[src/rtl/vla_pkg.sv]
package vla_pkg;
  localparam int CODE_W = 4;
  typedef logic [CODE_W-1:0] attr_code_t;

  function automatic logic is_pad(attr_code_t c);
    return c > attr_code_t'(11);
  endfunction

  function automatic int unsigned elem_bytes(attr_code_t c);
    case (c[1:0])
      2'd2:    return 2;
      2'd3:    return 4;
      default: return 1;
    endcase
  endfunction

  function automatic int unsigned align_bytes(attr_code_t c);
    return is_pad(c) ? 4 : elem_bytes(c);
  endfunction

  function automatic int unsigned span_bytes(attr_code_t c);
    if (is_pad(c)) return (int'(c[1:0]) + 1) * 4;
    return elem_bytes(c) * (int'(c[3:2]) + 1);
  endfunction
endpackage

[src/rtl/vla_step.sv]
module vla_step
  import vla_pkg::*;
#(
  parameter int OFS_W = 8
) (
  input  attr_code_t       code,
  input  logic [OFS_W-1:0] pos,
  output logic [OFS_W-1:0] ofs,
  output logic [OFS_W-1:0] next_pos
);
  logic [OFS_W-1:0] al;
  logic [OFS_W-1:0] sp;

  always_comb begin
    al       = OFS_W'(align_bytes(code));
    sp       = OFS_W'(span_bytes(code));
    ofs      = (pos + al - OFS_W'(1)) & ~(al - OFS_W'(1));
    next_pos = ofs + sp;
  end
endmodule

[src/rtl/vla_walker.sv]
module vla_walker
  import vla_pkg::*;
#(
  parameter int MAX_ATTR = 12,
  parameter int OFS_W    = 8,
  parameter int CNT_W    = $clog2(MAX_ATTR + 1)
) (
  input  logic                      clk,
  input  logic                      rst,
  input  logic                      start,
  input  logic [CNT_W-1:0]          attr_count,
  input  logic [CODE_W*MAX_ATTR-1:0] attr_types,
  input  logic [OFS_W-1:0]          cfg_stride,
  output logic                      busy,
  output logic                      done,
  output logic [OFS_W*MAX_ATTR-1:0] attr_offsets,
  output logic [OFS_W-1:0]          vertex_size,
  output logic                      stride_err
);
  localparam logic [CNT_W-1:0] MAX_CNT = CNT_W'(MAX_ATTR);

  attr_code_t       types_q [MAX_ATTR];
  logic [OFS_W-1:0] offs_q  [MAX_ATTR];
  logic [CNT_W-1:0] idx_q, cnt_q, cnt_clamp;
  logic [OFS_W-1:0] pos_q, stride_q;
  attr_code_t       cur_code;
  logic [OFS_W-1:0] step_ofs, step_next;
  logic             last_step;

  always_comb begin
    cnt_clamp = (attr_count > MAX_CNT) ? MAX_CNT : attr_count;
    cur_code  = types_q[idx_q];
    last_step = (idx_q == cnt_q - CNT_W'(1));
  end

  vla_step #(.OFS_W(OFS_W)) u_step (
    .code     (cur_code),
    .pos      (pos_q),
    .ofs      (step_ofs),
    .next_pos (step_next)
  );

  always_ff @(posedge clk) begin
    if (rst) begin
      busy        <= 1'b0;
      done        <= 1'b0;
      idx_q       <= '0;
      cnt_q       <= '0;
      pos_q       <= '0;
      stride_q    <= '0;
      vertex_size <= '0;
      stride_err  <= 1'b0;
      for (int i = 0; i < MAX_ATTR; i++) begin
        types_q[i] <= '0;
        offs_q[i]  <= '0;
      end
    end else begin
      done <= 1'b0;
      if (start && !busy) begin
        stride_q <= cfg_stride;
        pos_q    <= '0;
        idx_q    <= '0;
        cnt_q    <= cnt_clamp;
        for (int i = 0; i < MAX_ATTR; i++) begin
          types_q[i] <= attr_types[CODE_W*i +: CODE_W];
          offs_q[i]  <= '0;
        end
        if (cnt_clamp == '0) begin
          done        <= 1'b1;
          vertex_size <= '0;
          stride_err  <= (cfg_stride != '0);
        end else begin
          busy       <= 1'b1;
          stride_err <= 1'b0;
        end
      end else if (busy) begin
        offs_q[idx_q] <= step_ofs;
        pos_q         <= step_next;
        idx_q         <= idx_q + CNT_W'(1);
        if (last_step) begin
          busy        <= 1'b0;
          done        <= 1'b1;
          vertex_size <= step_next;
          stride_err  <= (stride_q != step_next);
        end
      end
    end
  end

  for (genvar g = 0; g < MAX_ATTR; g++) begin : g_out
    assign attr_offsets[OFS_W*g +: OFS_W] = offs_q[g];
  end

  // the done pulse only appears once the walk is idle
  p_done_idle_r6: assert property (@(posedge clk) disable iff (rst)
    done |-> !busy);

  // every placement produced by the step logic is aligned
  p_aligned_r1: assert property (@(posedge clk) disable iff (rst)
    busy |-> ((step_ofs & (OFS_W'(align_bytes(cur_code)) - OFS_W'(1))) == '0));

  // placement never moves backwards and every entry has nonzero size
  p_grow_r2: assert property (@(posedge clk) disable iff (rst)
    busy |-> (step_ofs >= pos_q) && (step_next > step_ofs));

  // a start seen while busy leaves the latched stride alone
  p_no_restart_r9: assert property (@(posedge clk) disable iff (rst)
    (busy && start) |=> $stable(stride_q));
endmodule

[src/rtl/vla_addr_gen.sv]
module vla_addr_gen #(
  parameter int ADDR_W = 32,
  parameter int IDX_W  = 16,
  parameter int OFS_W  = 8
) (
  input  logic              clk,
  input  logic              rst,
  input  logic              idx_valid,
  input  logic [IDX_W-1:0]  vtx_index,
  input  logic [OFS_W-1:0]  stride,
  input  logic [ADDR_W-1:0] buf_base,
  output logic              addr_valid,
  output logic [ADDR_W-1:0] vtx_addr
);
  localparam int PROD_W = IDX_W + OFS_W;
  logic [PROD_W-1:0] prod;

  always_comb prod = PROD_W'(vtx_index) * PROD_W'(stride);

  always_ff @(posedge clk) begin
    if (rst) begin
      addr_valid <= 1'b0;
      vtx_addr   <= '0;
    end else begin
      addr_valid <= idx_valid;
      if (idx_valid) vtx_addr <= buf_base + ADDR_W'(prod);
    end
  end

  // the valid flag follows the strobe by exactly one clock
  p_strobe_r8: assert property (@(posedge clk) disable iff (rst)
    idx_valid |=> addr_valid);
  p_quiet_r8: assert property (@(posedge clk) disable iff (rst)
    !idx_valid |=> !addr_valid);
endmodule

[src/rtl/vla_calc.sv]
module vla_calc #(
  parameter int MAX_ATTR = 12,
  parameter int OFS_W    = 8,
  parameter int ADDR_W   = 32,
  parameter int IDX_W    = 16,
  parameter int CNT_W    = $clog2(MAX_ATTR + 1)
) (
  input  logic                      clk,
  input  logic                      rst,
  input  logic                      start,
  input  logic [CNT_W-1:0]          attr_count,
  input  logic [4*MAX_ATTR-1:0]     attr_types,
  input  logic [OFS_W-1:0]          cfg_stride,
  input  logic [ADDR_W-1:0]         buf_base,
  input  logic                      idx_valid,
  input  logic [IDX_W-1:0]          vtx_index,
  output logic                      busy,
  output logic                      done,
  output logic [OFS_W*MAX_ATTR-1:0] attr_offsets,
  output logic [OFS_W-1:0]          vertex_size,
  output logic                      stride_err,
  output logic                      addr_valid,
  output logic [ADDR_W-1:0]         vtx_addr
);
  vla_walker #(.MAX_ATTR(MAX_ATTR), .OFS_W(OFS_W), .CNT_W(CNT_W)) u_walker (
    .clk          (clk),
    .rst          (rst),
    .start        (start),
    .attr_count   (attr_count),
    .attr_types   (attr_types),
    .cfg_stride   (cfg_stride),
    .busy         (busy),
    .done         (done),
    .attr_offsets (attr_offsets),
    .vertex_size  (vertex_size),
    .stride_err   (stride_err)
  );

  vla_addr_gen #(.ADDR_W(ADDR_W), .IDX_W(IDX_W), .OFS_W(OFS_W)) u_addr (
    .clk        (clk),
    .rst        (rst),
    .idx_valid  (idx_valid),
    .vtx_index  (vtx_index),
    .stride     (cfg_stride),
    .buf_base   (buf_base),
    .addr_valid (addr_valid),
    .vtx_addr   (vtx_addr)
  );
endmodule

[config.mk]
export PLATFORM = sky130hd
export DESIGN_NAME = vla_calc
export DESIGN_NICKNAME = d
export VERILOG_FILES = /design/src/rtl/vla_pkg.sv /design/src/rtl/vla_step.sv /design/src/rtl/vla_walker.sv /design/src/rtl/vla_addr_gen.sv /design/src/rtl/vla_calc.sv
export SDC_FILE = /design/constraint.sdc
export NUM_CORES = 1
export LEC_CHECK = 0
export BUFFER_PORTS_ARGS = -buffer_cell sky130_fd_sc_hd__buf_2
export CAP_MARGIN = 25
export CORE_MARGIN = 5
export CORE_UTILIZATION = 45
export DETAILED_ROUTE_END_ITERATION = 10
export HOLD_SLACK_MARGIN = 0.02
export PLACE_DENSITY = 0.69
export RECOVER_POWER = 25
export SLEW_MARGIN = 30
export SYNTH_ARGS = -nofsm -noshare
export SYNTH_HDL_FRONTEND = slang
export SYNTH_HIERARCHICAL = 1
export SYNTH_SLANG_ARGS = --single-unit
[constraint.sdc]
create_clock -name clk -period 5.74 [get_ports clk]
set_clock_uncertainty 0.2 [all_clocks]
set_input_delay 0.574 -clock clk [delete_from_list [all_inputs] [get_ports clk]]
set_output_delay 0.574 -clock clk [all_outputs]
set_load 0.02 [all_outputs]
==> qor.log, run 1 <==
qor: power.power_per_cell_area 424 nW/um^2
qor: global_route.grt_overflow_total 0
qor: floorplanning.core-area 32500 um^2
qor: timing.finalWorstPathRequiredPeriod 5430 ps
qor: timing.final_max_slew_viol_count 0
qor: clock_tree.clock_tree.htree_level_count 1
qor: yosys.synth_flop_cell sky130_fd_sc_hd__edfxtp_1
qor: cells_and_area.fin_util 0.533
qor: critical_path.cp_data_arrival_time 5590 ps
qor: yosys.ys.warnings.count 6
qor: yosys.syn-instance-count 1419
qor: cells_and_area.final_net_count 1974
qor: floorplanning.row_count 66
qor: yosys.synth_nets 1722
qor: clock_tree.cts_sink_cnt 216
qor: clock_tree.insertion_delay 510 ps
qor: timing.share_of_the_cycle_needed_by_the_critical_path_after_routing 0.946
qor: routing.drt_iter0_drc 552
qor: cells_and_area.filler_cell_count 2942
qor: yosys.async_flop_share 0
qor: timing.final_hold_viol_count 0
qor: floorplanning.initial_core_util 0.455
qor: yosys.synth-edff-count 144
qor: yosys.post-synth-top-area-fraction 0.293
qor: critical_path.timing.critical_path.from_type register
qor: timing.tightestPinTransition 1130 ps
qor: cells_and_area.drive_gt1_frac 0.156
qor: place.dp.final_hpwl 28200 um
qor: timing.max-slew-margin-rel 0.246
qor: routing.vias 10900
qor: run.max_cap_viol_count 0
qor: critical_path.worst_setup_path_end_kind register
qor: cells_and_area.syn_to_final_growth 17.0%
qor: min_path.hold_class input port to register
qor: clock_tree.tritoncts.num_buffers 24
qor: power.p_leak 8.09 nW
qor: timing.unrepaired_setup_endpoints_after_global_routing no
qor: clock_tree.tritoncts_clock_tree yes
qor: clock_tree.clkTransAtPathRegs 60 ps
qor: global_route.grt_first_pass_wirelength 56500 um
qor: timing.post-route-worst-setup-slack 309 ps
qor: global_route.grt_max_degree 62
qor: clock_tree.holdBufCountCts 0
qor: place.gpl.final_weighted_congestion 0.863
qor: yosys.synthDominantAreaCellType sky130_fd_sc_hd__edfxtp_1
qor: yosys.netlist_area 14800 um^2
qor: yosys.ys_top_cells_by_area sky130_fd_sc_hd__edfxtp_1, sky130_fd_sc_hd__fa_1, sky130_fd_sc_hd__dfxtp_1
qor: critical_path.critical_path_peak_fanout 12
qor: global_route.first_global_vias 10800
qor: yosys.syn_avg_cell_area 10.4 um^2
qor: cells_and_area.finish.instance_area 17300 um^2
qor: floorplanning.floorplan.die_area 36600 um^2
qor: yosys.ys_seq_elements 216
qor: place.detailedPlace.worstSlack -30.5 ps
qor: power.vdd_ir_drop_max 0.310 mV
qor: routing.drtAntennaViolNets 0
qor: place.place_area 16600 um^2
qor: yosys.ys_types 76
qor: place.numPortBuffers 251
qor: routing.via_per_inst 5.13
qor: clock_tree.root_buffer sky130_fd_sc_hd__clkbuf_16
qor: global_route.grt_util_all_layers 0.192
qor: yosys.seq_area_frac_synth 0.390
qor: timing.finalSetupViolations 0
qor: floorplanning.floorplan.io_pins 252
qor: clock_tree.ctsLongestPathBuffers 3
qor: run_status.status complete, no violations
qor: routing.wire_length_per_cell_after_detailed_routing 17.1 um
qor: routing.drt-pass1-iter-count 7
qor: routing.drt_drc_violations_left 0
qor: critical_path.critPathRequiredTime 5900 ps
qor: global_route.grt_antenna_before_repair 2
qor: routing.totalWireLength 36400 um
qor: timing.fmax 0.184 GHz
qor: power.power.total 7.33 mW
qor: critical_path.worst-setup-path-type register to register
qor: floorplanning.die_x 191 um
qor: floorplanning.dieHeight 191 um
qor: timing.tns 0 ps
[Yosys cell counts (12+ instances only)]
cell	count
sky130_fd_sc_hd__inv_1	190
sky130_fd_sc_hd__edfxtp_1	144
sky130_fd_sc_hd__nand2_1	140
sky130_fd_sc_hd__and2_1	122
sky130_fd_sc_hd__fa_1	110
sky130_fd_sc_hd__and3_1	102
sky130_fd_sc_hd__ha_1	81
sky130_fd_sc_hd__dfxtp_1	72
sky130_fd_sc_hd__nor2_1	71
sky130_fd_sc_hd__clkbuf_1	52
sky130_fd_sc_hd__a21oi_1	40
sky130_fd_sc_hd__mux2i_1	26
sky130_fd_sc_hd__xnor2_1	26
sky130_fd_sc_hd__o21ai_0	24
sky130_fd_sc_hd__nor2b_1	16
sky130_fd_sc_hd__xor2_1	15
sky130_fd_sc_hd__a211oi_1	13
sky130_fd_sc_hd__mux4_2	12
sky130_fd_sc_hd__nand3_1	12
[power by group]
part           switching (mW)  internal, mW  total [mW]
Clock                   0.597         0.925        1.52
Sequential             0.0623          1.81        1.87
Combinational            2.36          1.58        3.94
[metrics by stage]
step,hold slack (ps),cells
6_report,85.1,2133
5_1_grt,90.8,2129
4_1_cts,66.3,2128
2_1_floorplan,245,1419
3_5_place_dp,251,2086
3_3_place_gp,240,2086
[worst max-delay path, stage by stage (launching register included)]
cell and delay [ps]:
sky130_fd_sc_hd__dfxtp_1 360, sky130_fd_sc_hd__buf_12 170, sky130_fd_sc_hd__mux4_2 510, sky130_fd_sc_hd__mux2i_2 240, sky130_fd_sc_hd__o21ai_1 140, sky130_fd_sc_hd__ha_1 270, sky130_fd_sc_hd__or3_1 450, sky130_fd_sc_hd__nand2_1 100
sky130_fd_sc_hd__ha_1 190, sky130_fd_sc_hd__inv_1 90, sky130_fd_sc_hd__fa_1 460, sky130_fd_sc_hd__nand2b_1 180, sky130_fd_sc_hd__a21oi_1 150, sky130_fd_sc_hd__nor3_1 60, sky130_fd_sc_hd__nor3_1 210, sky130_fd_sc_hd__ha_1 310
sky130_fd_sc_hd__a21oi_1 140, sky130_fd_sc_hd__o21ai_0 120, sky130_fd_sc_hd__xor2_1 160, sky130_fd_sc_hd__buf_4 180, sky130_fd_sc_hd__xnor2_1 120, sky130_fd_sc_hd__nand4_1 110, sky130_fd_sc_hd__o31ai_1 230, sky130_fd_sc_hd__a221oi_1 110
[final timing paths]
path / start / depth (start not counted) / slack [ps] / to
worst max-delay path: register / 23 / 310 / u_walker/stride_err
worst min-delay path: start / 2 / 90 / u_walker/busy
worst max register to register: register / 23 / 310 / u_walker/stride_err
worst min register to register: u_addr/vtx_addr[16] / 2 / 260 / u_addr/vtx_addr[16]
[timing repair]
item                                    in CTS  in global routing
endpoints found under the setup margin       0                  2
gates resized for setup                      0                 11
buffers inserted                             0                  1
[state kept, by name, indices dropped and copies added (netlist names), 4 cells and up, named ones only]
name                  cells
u_walker/idx_q            4
u_addr/vtx_addr          32
u_walker/offs_q          96
u_walker/pos_q            8
u_walker/types_q         48
u_walker/vertex_size      8
u_walker/stride_q         8
u_walker/cnt_q            4
[area by class of cell]
cell class,instances,area [um^2],share of cell area
well taps,442,553,0.0320
clock buffers,27,633,0.0366
diodes,4,10.0,0.000579
repair buffers,289,1420,0.0822
clock inverters,15,156,0.00904
multi-input cells,950,8050,0.465
inverters,190,713,0.0412
flip-flops and latches,216,5770,0.333
[metal layers]
layer / global-route usage / part of all wire / vias up
li1: - / - / 5247
met1: 0.245 / 0.40 / 5279
met5: 0 / 0.00019 / -
met2: 0.340 / 0.50 / 346
met3: 0.0250 / 0.065 / 67
met4: 0.0583 / 0.027 / 2
[cell families after synthesis]
| kind of cell | share of synthesized area |
|---|---|
| AND/OR/NAND/NOR | 0.190 |
| buffers and inverters | 0.0681 |
| flip-flops | 0.390 |
| adder cells (fa/ha/maj) | 0.218 |
| AO/OA/AOI/OAI | 0.0724 |
| XOR/XNOR | 0.0243 |
| multiplexers | 0.0382 |
[placed cells by master, fill, tap and decap left out, types with 11 or more instances in the layout]
master and count:
sky130_fd_sc_hd__a211oi_1 13, sky130_fd_sc_hd__a21o_1 11, sky130_fd_sc_hd__a21oi_1 40, sky130_fd_sc_hd__and2_1 122
sky130_fd_sc_hd__and3_1 102, sky130_fd_sc_hd__buf_2 148, sky130_fd_sc_hd__buf_4 36, sky130_fd_sc_hd__clkbuf_1 106
sky130_fd_sc_hd__clkbuf_16 25, sky130_fd_sc_hd__dfxtp_1 72, sky130_fd_sc_hd__edfxtp_1 144, sky130_fd_sc_hd__fa_1 110
sky130_fd_sc_hd__ha_1 80, sky130_fd_sc_hd__inv_1 189, sky130_fd_sc_hd__mux2i_1 23, sky130_fd_sc_hd__mux4_2 12
sky130_fd_sc_hd__nand2_1 140, sky130_fd_sc_hd__nand2b_1 11, sky130_fd_sc_hd__nand3_1 12, sky130_fd_sc_hd__nor2_1 68
sky130_fd_sc_hd__nor2b_1 16, sky130_fd_sc_hd__nor3_1 11, sky130_fd_sc_hd__o21ai_0 21, sky130_fd_sc_hd__o21ai_1 12
sky130_fd_sc_hd__xnor2_1 26, sky130_fd_sc_hd__xor2_1 14
Note: power is estimated with default switching activity, not from simulation.
==> run 2, diff against run 1 <==
CTS_BUF_LIST = sky130_fd_sc_hd__clkbuf_8   (was unset)
==> qor.log, run 2 (same netlist as run 1, synthesis figures left out) <==
qor: run_status.status complete, no violations
qor: cells_and_area.drive_gt1_frac 0.164
qor: routing.drt_iter0_drc 607
qor: cells_and_area.syn_to_final_growth 16.4%
qor: min_path.hold_path_startpoint start
qor: clock_tree.tritoncts.num_buffers 38
qor: routing.drtAntennaViolNets 0
qor: floorplanning.initial_core_util 0.455
qor: clock_tree.clock_tree.htree_level_count 2
qor: global_route.grt_first_pass_wirelength 57000 um
qor: critical_path.timing.critical_path.slowest_stage_cell sky130_fd_sc_hd__mux4_2
qor: power.vdd_ir_drop_max 0.311 mV
qor: timing.share_of_the_cycle_needed_by_the_critical_path_after_routing 0.948
qor: place.dp.final_hpwl 28200 um
qor: clock_tree.clkTransAtPathRegs 60 ps
qor: routing.vias 11000
qor: timing.finalWorstPathRequiredPeriod 5440 ps
qor: timing.final_max_slew_viol_count 0
qor: critical_path.cp_data_arrival_time 5600 ps
qor: timing.max-slew-margin-rel 0.256
qor: timing.tns 0 ps
qor: critical_path.critical-path-top-delay-family adder cells
qor: clock_tree.ctsLongestPathBuffers 3
qor: global_route.grt_max_degree 62
qor: clock_tree.insertion_delay 510 ps
qor: cells_and_area.max_flop_register u_walker/offs_q
qor: timing.finalSetupViolations 0
qor: timing.fmax 0.184 GHz
qor: clock_tree.tritoncts_clock_tree yes
qor: cells_and_area.final_net_count 1988
qor: power.p_leak 8.10 nW
qor: floorplanning.floorplan.io_pins 252
qor: timing.unrepaired_setup_endpoints_after_global_routing no
qor: floorplanning.floorplan.die_area 36600 um^2
qor: critical_path.path_common_cell sky130_fd_sc_hd__ha_1
qor: clock_tree.holdBufCountCts 0
qor: critical_path.critical_path.max_stage_delay 510 ps
qor: timing.post-route-worst-setup-slack 299 ps
qor: place.gpl.final_weighted_congestion 0.863
qor: min_path.hold_class input port to register
qor: clock_tree.cts_sink_cnt 216
qor: critical_path.timing.critical_path.from_type register
qor: global_route.first_global_vias 11000
qor: cells_and_area.largest_reg_flops 96
qor: routing.via_per_inst 5.10
qor: critical_path.cp_num_buf_inv 2
qor: critical_path.worstPathCellList buf_12, mux4_2, mux2i_2, o21ai_1, ha_1, or3_1, nand2_1, ha_1, inv_1, fa_1, nand2b_1, a21oi_1, nor3_1, ha_1, o21a_1, o31ai_4, a21boi_4, xor2_2, xnor2_1, nand4_1, o31ai_1, a221oi_1
qor: critical_path.worst_setup_path_end_kind register
qor: cells_and_area.layout.cells.most_common_list sky130_fd_sc_hd__inv_1, sky130_fd_sc_hd__buf_2, sky130_fd_sc_hd__edfxtp_1, sky130_fd_sc_hd__nand2_1, sky130_fd_sc_hd__and2_1
qor: routing.totalWireLength 36800 um
qor: critical_path.critPathRequiredTime 5900 ps
qor: global_route.grt_antenna_before_repair 2
qor: floorplanning.die_x 191 um
qor: place.detailedPlace.worstSlack -30.5 ps
qor: routing.drt-pass1-iter-count 6
qor: cells_and_area.biggestRegsByFlops u_walker/offs_q x96, u_walker/types_q x48, u_addr/vtx_addr x32
qor: global_route.grt_util_all_layers 0.194
qor: floorplanning.dieHeight 191 um
qor: cells_and_area.layout_commonest_cell sky130_fd_sc_hd__inv_1
qor: global_route.grt_overflow_total 0
qor: timing.final_hold_viol_count 0
qor: critical_path.critical_path_peak_fanout 12
qor: power.power_per_cell_area 413 nW/um^2
qor: run.max_cap_viol_count 0
qor: clock_tree.root_buffer sky130_fd_sc_hd__clkbuf_8
qor: routing.drt_drc_violations_left 0
qor: place.numPortBuffers 251
qor: floorplanning.row_count 66
qor: critical_path.worst-setup-path-type register to register
qor: floorplanning.core-area 32500 um^2
qor: timing.tightestPinTransition 1120 ps
qor: routing.wire_length_per_cell_after_detailed_routing 17.1 um
-- run 2: cell count changes in the layout (fill, tap and decap cells not counted) --
cell                         previous run  this run
sky130_fd_sc_hd__clkbuf_8               0        42
sky130_fd_sc_hd__clkbuf_16             25         0
sky130_fd_sc_hd__inv_1                189       200
sky130_fd_sc_hd__clkinv_2               2         6
sky130_fd_sc_hd__bufinv_16              3         0
sky130_fd_sc_hd__clkbuf_1             106       103
sky130_fd_sc_hd__clkinvlp_4             1         4
sky130_fd_sc_hd__clkinvlp_2             2         0
sky130_fd_sc_hd__buf_2                148       149
sky130_fd_sc_hd__clkinv_1               5         4
sky130_fd_sc_hd__clkinv_4               1         0
sky130_fd_sc_hd__inv_8                  1         0
-- run 2: stage by stage --
step | power [mW] | utilization | cell area, um^2 | hold WS (ps) | instances
after floorplan | 4.73 | - | 14800 | 245 | 1419
after global placement | 5.80 | 0.511 | 16600 | 240 | 2086
after detailed placement | 5.85 | 0.511 | 16600 | 251 | 2086
after CTS | 7.17 | 0.533 | 17300 | 49.8 | 2153
after global routing | 7.67 | 0.530 | 17200 | 67.4 | 2154
final | 7.11 | 0.530 | 17200 | 86.6 | 2158
-- run 2: what timing repair did --
item,in CTS,in global routing
buffers inserted,0,1
resized for setup,0,11
setup endpoints to repair,0,2
-- run 2: final timing paths --
kind | cells past startpoint | slack, ps | end
max | 22 | 300 | u_walker/stride_err
min | 2 | 90 | u_walker/busy
max reg2reg | 22 | 300 | u_walker/stride_err
min reg2reg | 2 | 260 | u_addr/vtx_addr[15]
-- run 2: final cells by class --
class	count	area (um^2)
clock buffer	42	578
clock inverter	25	116
antenna	4	10.0
inverter	190	713
timing repair buffer	289	1420
fill	2956	15200
tap	442	553
multi-input combinational	950	8050
sequential	216	5770
-- run 2: per-layer routing --
metal	routed length (um)	vias up	global-route usage
li1	-	5278	-
met1	15000	5309	0.245
met3	2330	74	0.0299
met4	1010	2	0.0657
met5	13	-	0
met2	18500	333	0.342
-- run 2: report_power, final --
part | internal (mW) | total (mW) | switching, mW
Combinational | 1.58 | 3.95 | 2.37
Sequential | 1.81 | 1.87 | 0.0619
Clock | 0.675 | 1.29 | 0.615
Total | 4.06 | 7.11 | 3.05
==> run 3, diff against run 2 <==
CORE_UTILIZATION = 50   (was 45)
PLACE_DENSITY = 0.75   (was 0.69)
==> qor.log, run 3 (same netlist as run 1, synthesis figures left out) <==
qor: min_path.hold_path_startpoint start
qor: critical_path.worst-setup-path-type input port to register
qor: critical_path.cp_data_arrival_time 5690 ps
qor: routing.drt_drc_violations_left 0
qor: floorplanning.die_x 182 um
qor: cells_and_area.max_flop_register u_walker/offs_q
qor: critical_path.timing.critical_path.from_type input port
qor: critical_path.critPathRequiredTime 5930 ps
qor: global_route.grt_overflow_total 0
qor: critical_path.worst_setup_path_end_kind register
qor: cells_and_area.fin_util 0.581
qor: run_status.status complete, no violations
qor: floorplanning.initial_core_util 0.503
qor: global_route.first_global_vias 11100
qor: cells_and_area.fin_cells 2098
qor: cells_and_area.layout.cells.most_common_list sky130_fd_sc_hd__inv_1, sky130_fd_sc_hd__buf_2, sky130_fd_sc_hd__edfxtp_1, sky130_fd_sc_hd__nand2_1, sky130_fd_sc_hd__and2_1
qor: timing.share_of_the_cycle_needed_by_the_critical_path_after_routing 0.958
qor: routing.drt_iter0_drc 668
qor: place.dp_cells 2034
qor: cells_and_area.biggestRegsByFlops u_walker/offs_q x96, u_walker/types_q x48, u_addr/vtx_addr x32
qor: floorplanning.dieHeight 182 um
qor: timing.fmax 0.182 GHz
qor: global_route.grt_max_degree 56
qor: run.max_cap_viol_count 0
qor: clock_tree.clock_tree.htree_level_count 2
qor: clock_tree.insertion_delay 530 ps
qor: routing.totalWireLength 36400 um
qor: routing.drtAntennaViolNets 0
qor: floorplanning.floorplan.io_pins 252
qor: timing.finalSetupViolations 0
qor: clock_tree.tritoncts.num_buffers 37
qor: critical_path.critical_path_peak_fanout 12
qor: critical_path.r2r_setup_slack 300 ps
qor: cells_and_area.largest_reg_flops 96
qor: timing.whs 89.2 ps
qor: timing.finalWorstPathRequiredPeriod 5500 ps
qor: timing.tightestPinTransition 1360 ps
qor: clock_tree.root_buffer sky130_fd_sc_hd__clkbuf_8
qor: clock_tree.ctsLongestPathBuffers 3
qor: routing.via_per_inst 5.25
qor: timing.tns 0 ps
qor: power.vdd_ir_drop_max 0.303 mV
qor: floorplanning.core-area 29400 um^2
qor: power.power_per_cell_area 412 nW/um^2
qor: clock_tree.postCtsSetupRepairBufs 0
qor: clock_tree.clkTransAtPathRegs 60 ps
qor: cells_and_area.final_net_count 1986
qor: timing.unrepaired_setup_endpoints_after_global_routing no
qor: global_route.grt_util_all_layers 0.213
qor: place.numPortBuffers 251
qor: place.gpl.final_weighted_congestion 0.883
qor: min_path.hold_class input port to register
qor: global_route.grt_antenna_before_repair 3
qor: place.dp.final_hpwl 27800 um
qor: routing.wire_length_per_cell_after_detailed_routing 17.4 um
qor: timing.final_max_slew_viol_count 0
qor: critical_path.r2r_end u_walker/stride_err
qor: cells_and_area.syn_to_final_growth 15.6%
qor: cells_and_area.layout_commonest_cell sky130_fd_sc_hd__inv_1
qor: timing.max-slew-margin-rel 0.0912
qor: critical_path.rr_worst_depth 23
qor: cells_and_area.drive_gt1_frac 0.162
qor: clock_tree.cts_sink_cnt 216
qor: min_path.holdPathStages 2
qor: min_path.min_to u_walker/busy
qor: routing.vias 11000
qor: power.p_leak 8.09 nW
qor: floorplanning.row_count 63
qor: timing.final_hold_viol_count 0
qor: floorplanning.floorplan.die_area 33100 um^2
qor: global_route.grt_first_pass_wirelength 57600 um
qor: routing.drt-pass1-iter-count 5
qor: clock_tree.tritoncts_clock_tree yes
-- run 3: worst max path at each step --
stage	start	end	cells past startpoint
finish	cfg_stride[0]	u_addr/vtx_addr[29]	17
global route	register	u_walker/stride_err	23
CTS	register	u_walker/stride_err	23
detailed placement	cfg_stride[5]	u_addr/vtx_addr[30]	16
global placement	cfg_stride[6]	u_addr/vtx_addr[30]	17
floorplan	cfg_stride[7]	u_addr/vtx_addr[30]	17
-- run 3: layout make-up --
cell class | instances | area, um^2
Multi-Input combinational cell | 950 | 8060
Fill cell | 2553 | 12300
Tap cell | 390 | 488
Antenna cell | 2 | 5.00
Clock inverter | 23 | 105
Inverter | 190 | 716
Timing Repair Buffer | 288 | 1420
Clock buffer | 39 | 537
Sequential cell | 216 | 5770
-- run 3: report_power, final --
group	switching [mW]	total, mW	internal, mW
Combinational	2.37	3.96	1.59
Clock	0.583	1.21	0.628
Sequential	0.0625	1.87	1.81
Total	3.01	7.04	4.03
-- run 3: critical path, stage by stage --
cell,delay (ps)
sky130_fd_sc_hd__clkbuf_1,500
sky130_fd_sc_hd__nand2_1,150
sky130_fd_sc_hd__fa_1,520
sky130_fd_sc_hd__inv_1,50
sky130_fd_sc_hd__fa_1,480
sky130_fd_sc_hd__fa_1,500
sky130_fd_sc_hd__inv_1,60
sky130_fd_sc_hd__fa_1,570
sky130_fd_sc_hd__inv_1,60
sky130_fd_sc_hd__ha_1,420
sky130_fd_sc_hd__nand2_1,130
sky130_fd_sc_hd__nor4_1,410
sky130_fd_sc_hd__o2111ai_1,180
sky130_fd_sc_hd__o211ai_1,200
sky130_fd_sc_hd__a41oi_2,290
sky130_fd_sc_hd__and3_1,270
sky130_fd_sc_hd__or3_1,340
-- run 3: timing repair --
item / in CTS / in global routing
resized for setup: 0 / 15
setup endpoints to repair: 0 / 2
hold buffers: 0 / 0
-- run 3: stage by stage --
step / instance area (um^2) / worst slack (ps) / total power [mW]
final: 17100 / 242 / 7.04
after global routing: 17100 / 4.41 / 7.61
after CTS: 17200 / 57.6 / 7.08
after detailed placement: 16500 / -29.8 / 5.85
after global placement: 16500 / 7.76 / 5.77
after floorplan: 14800 / 243 / 4.73
-- run 3: metal layers --
layer | global-route usage | wire length (um) | vias up
li1 | - | - | 5270
met1 | 0.272 | 14700 | 5364
met2 | 0.377 | 18700 | 339
met3 | 0.0353 | 2200 | 48
met4 | 0.0591 | 747 | 2
met5 | 0 | 11 | -
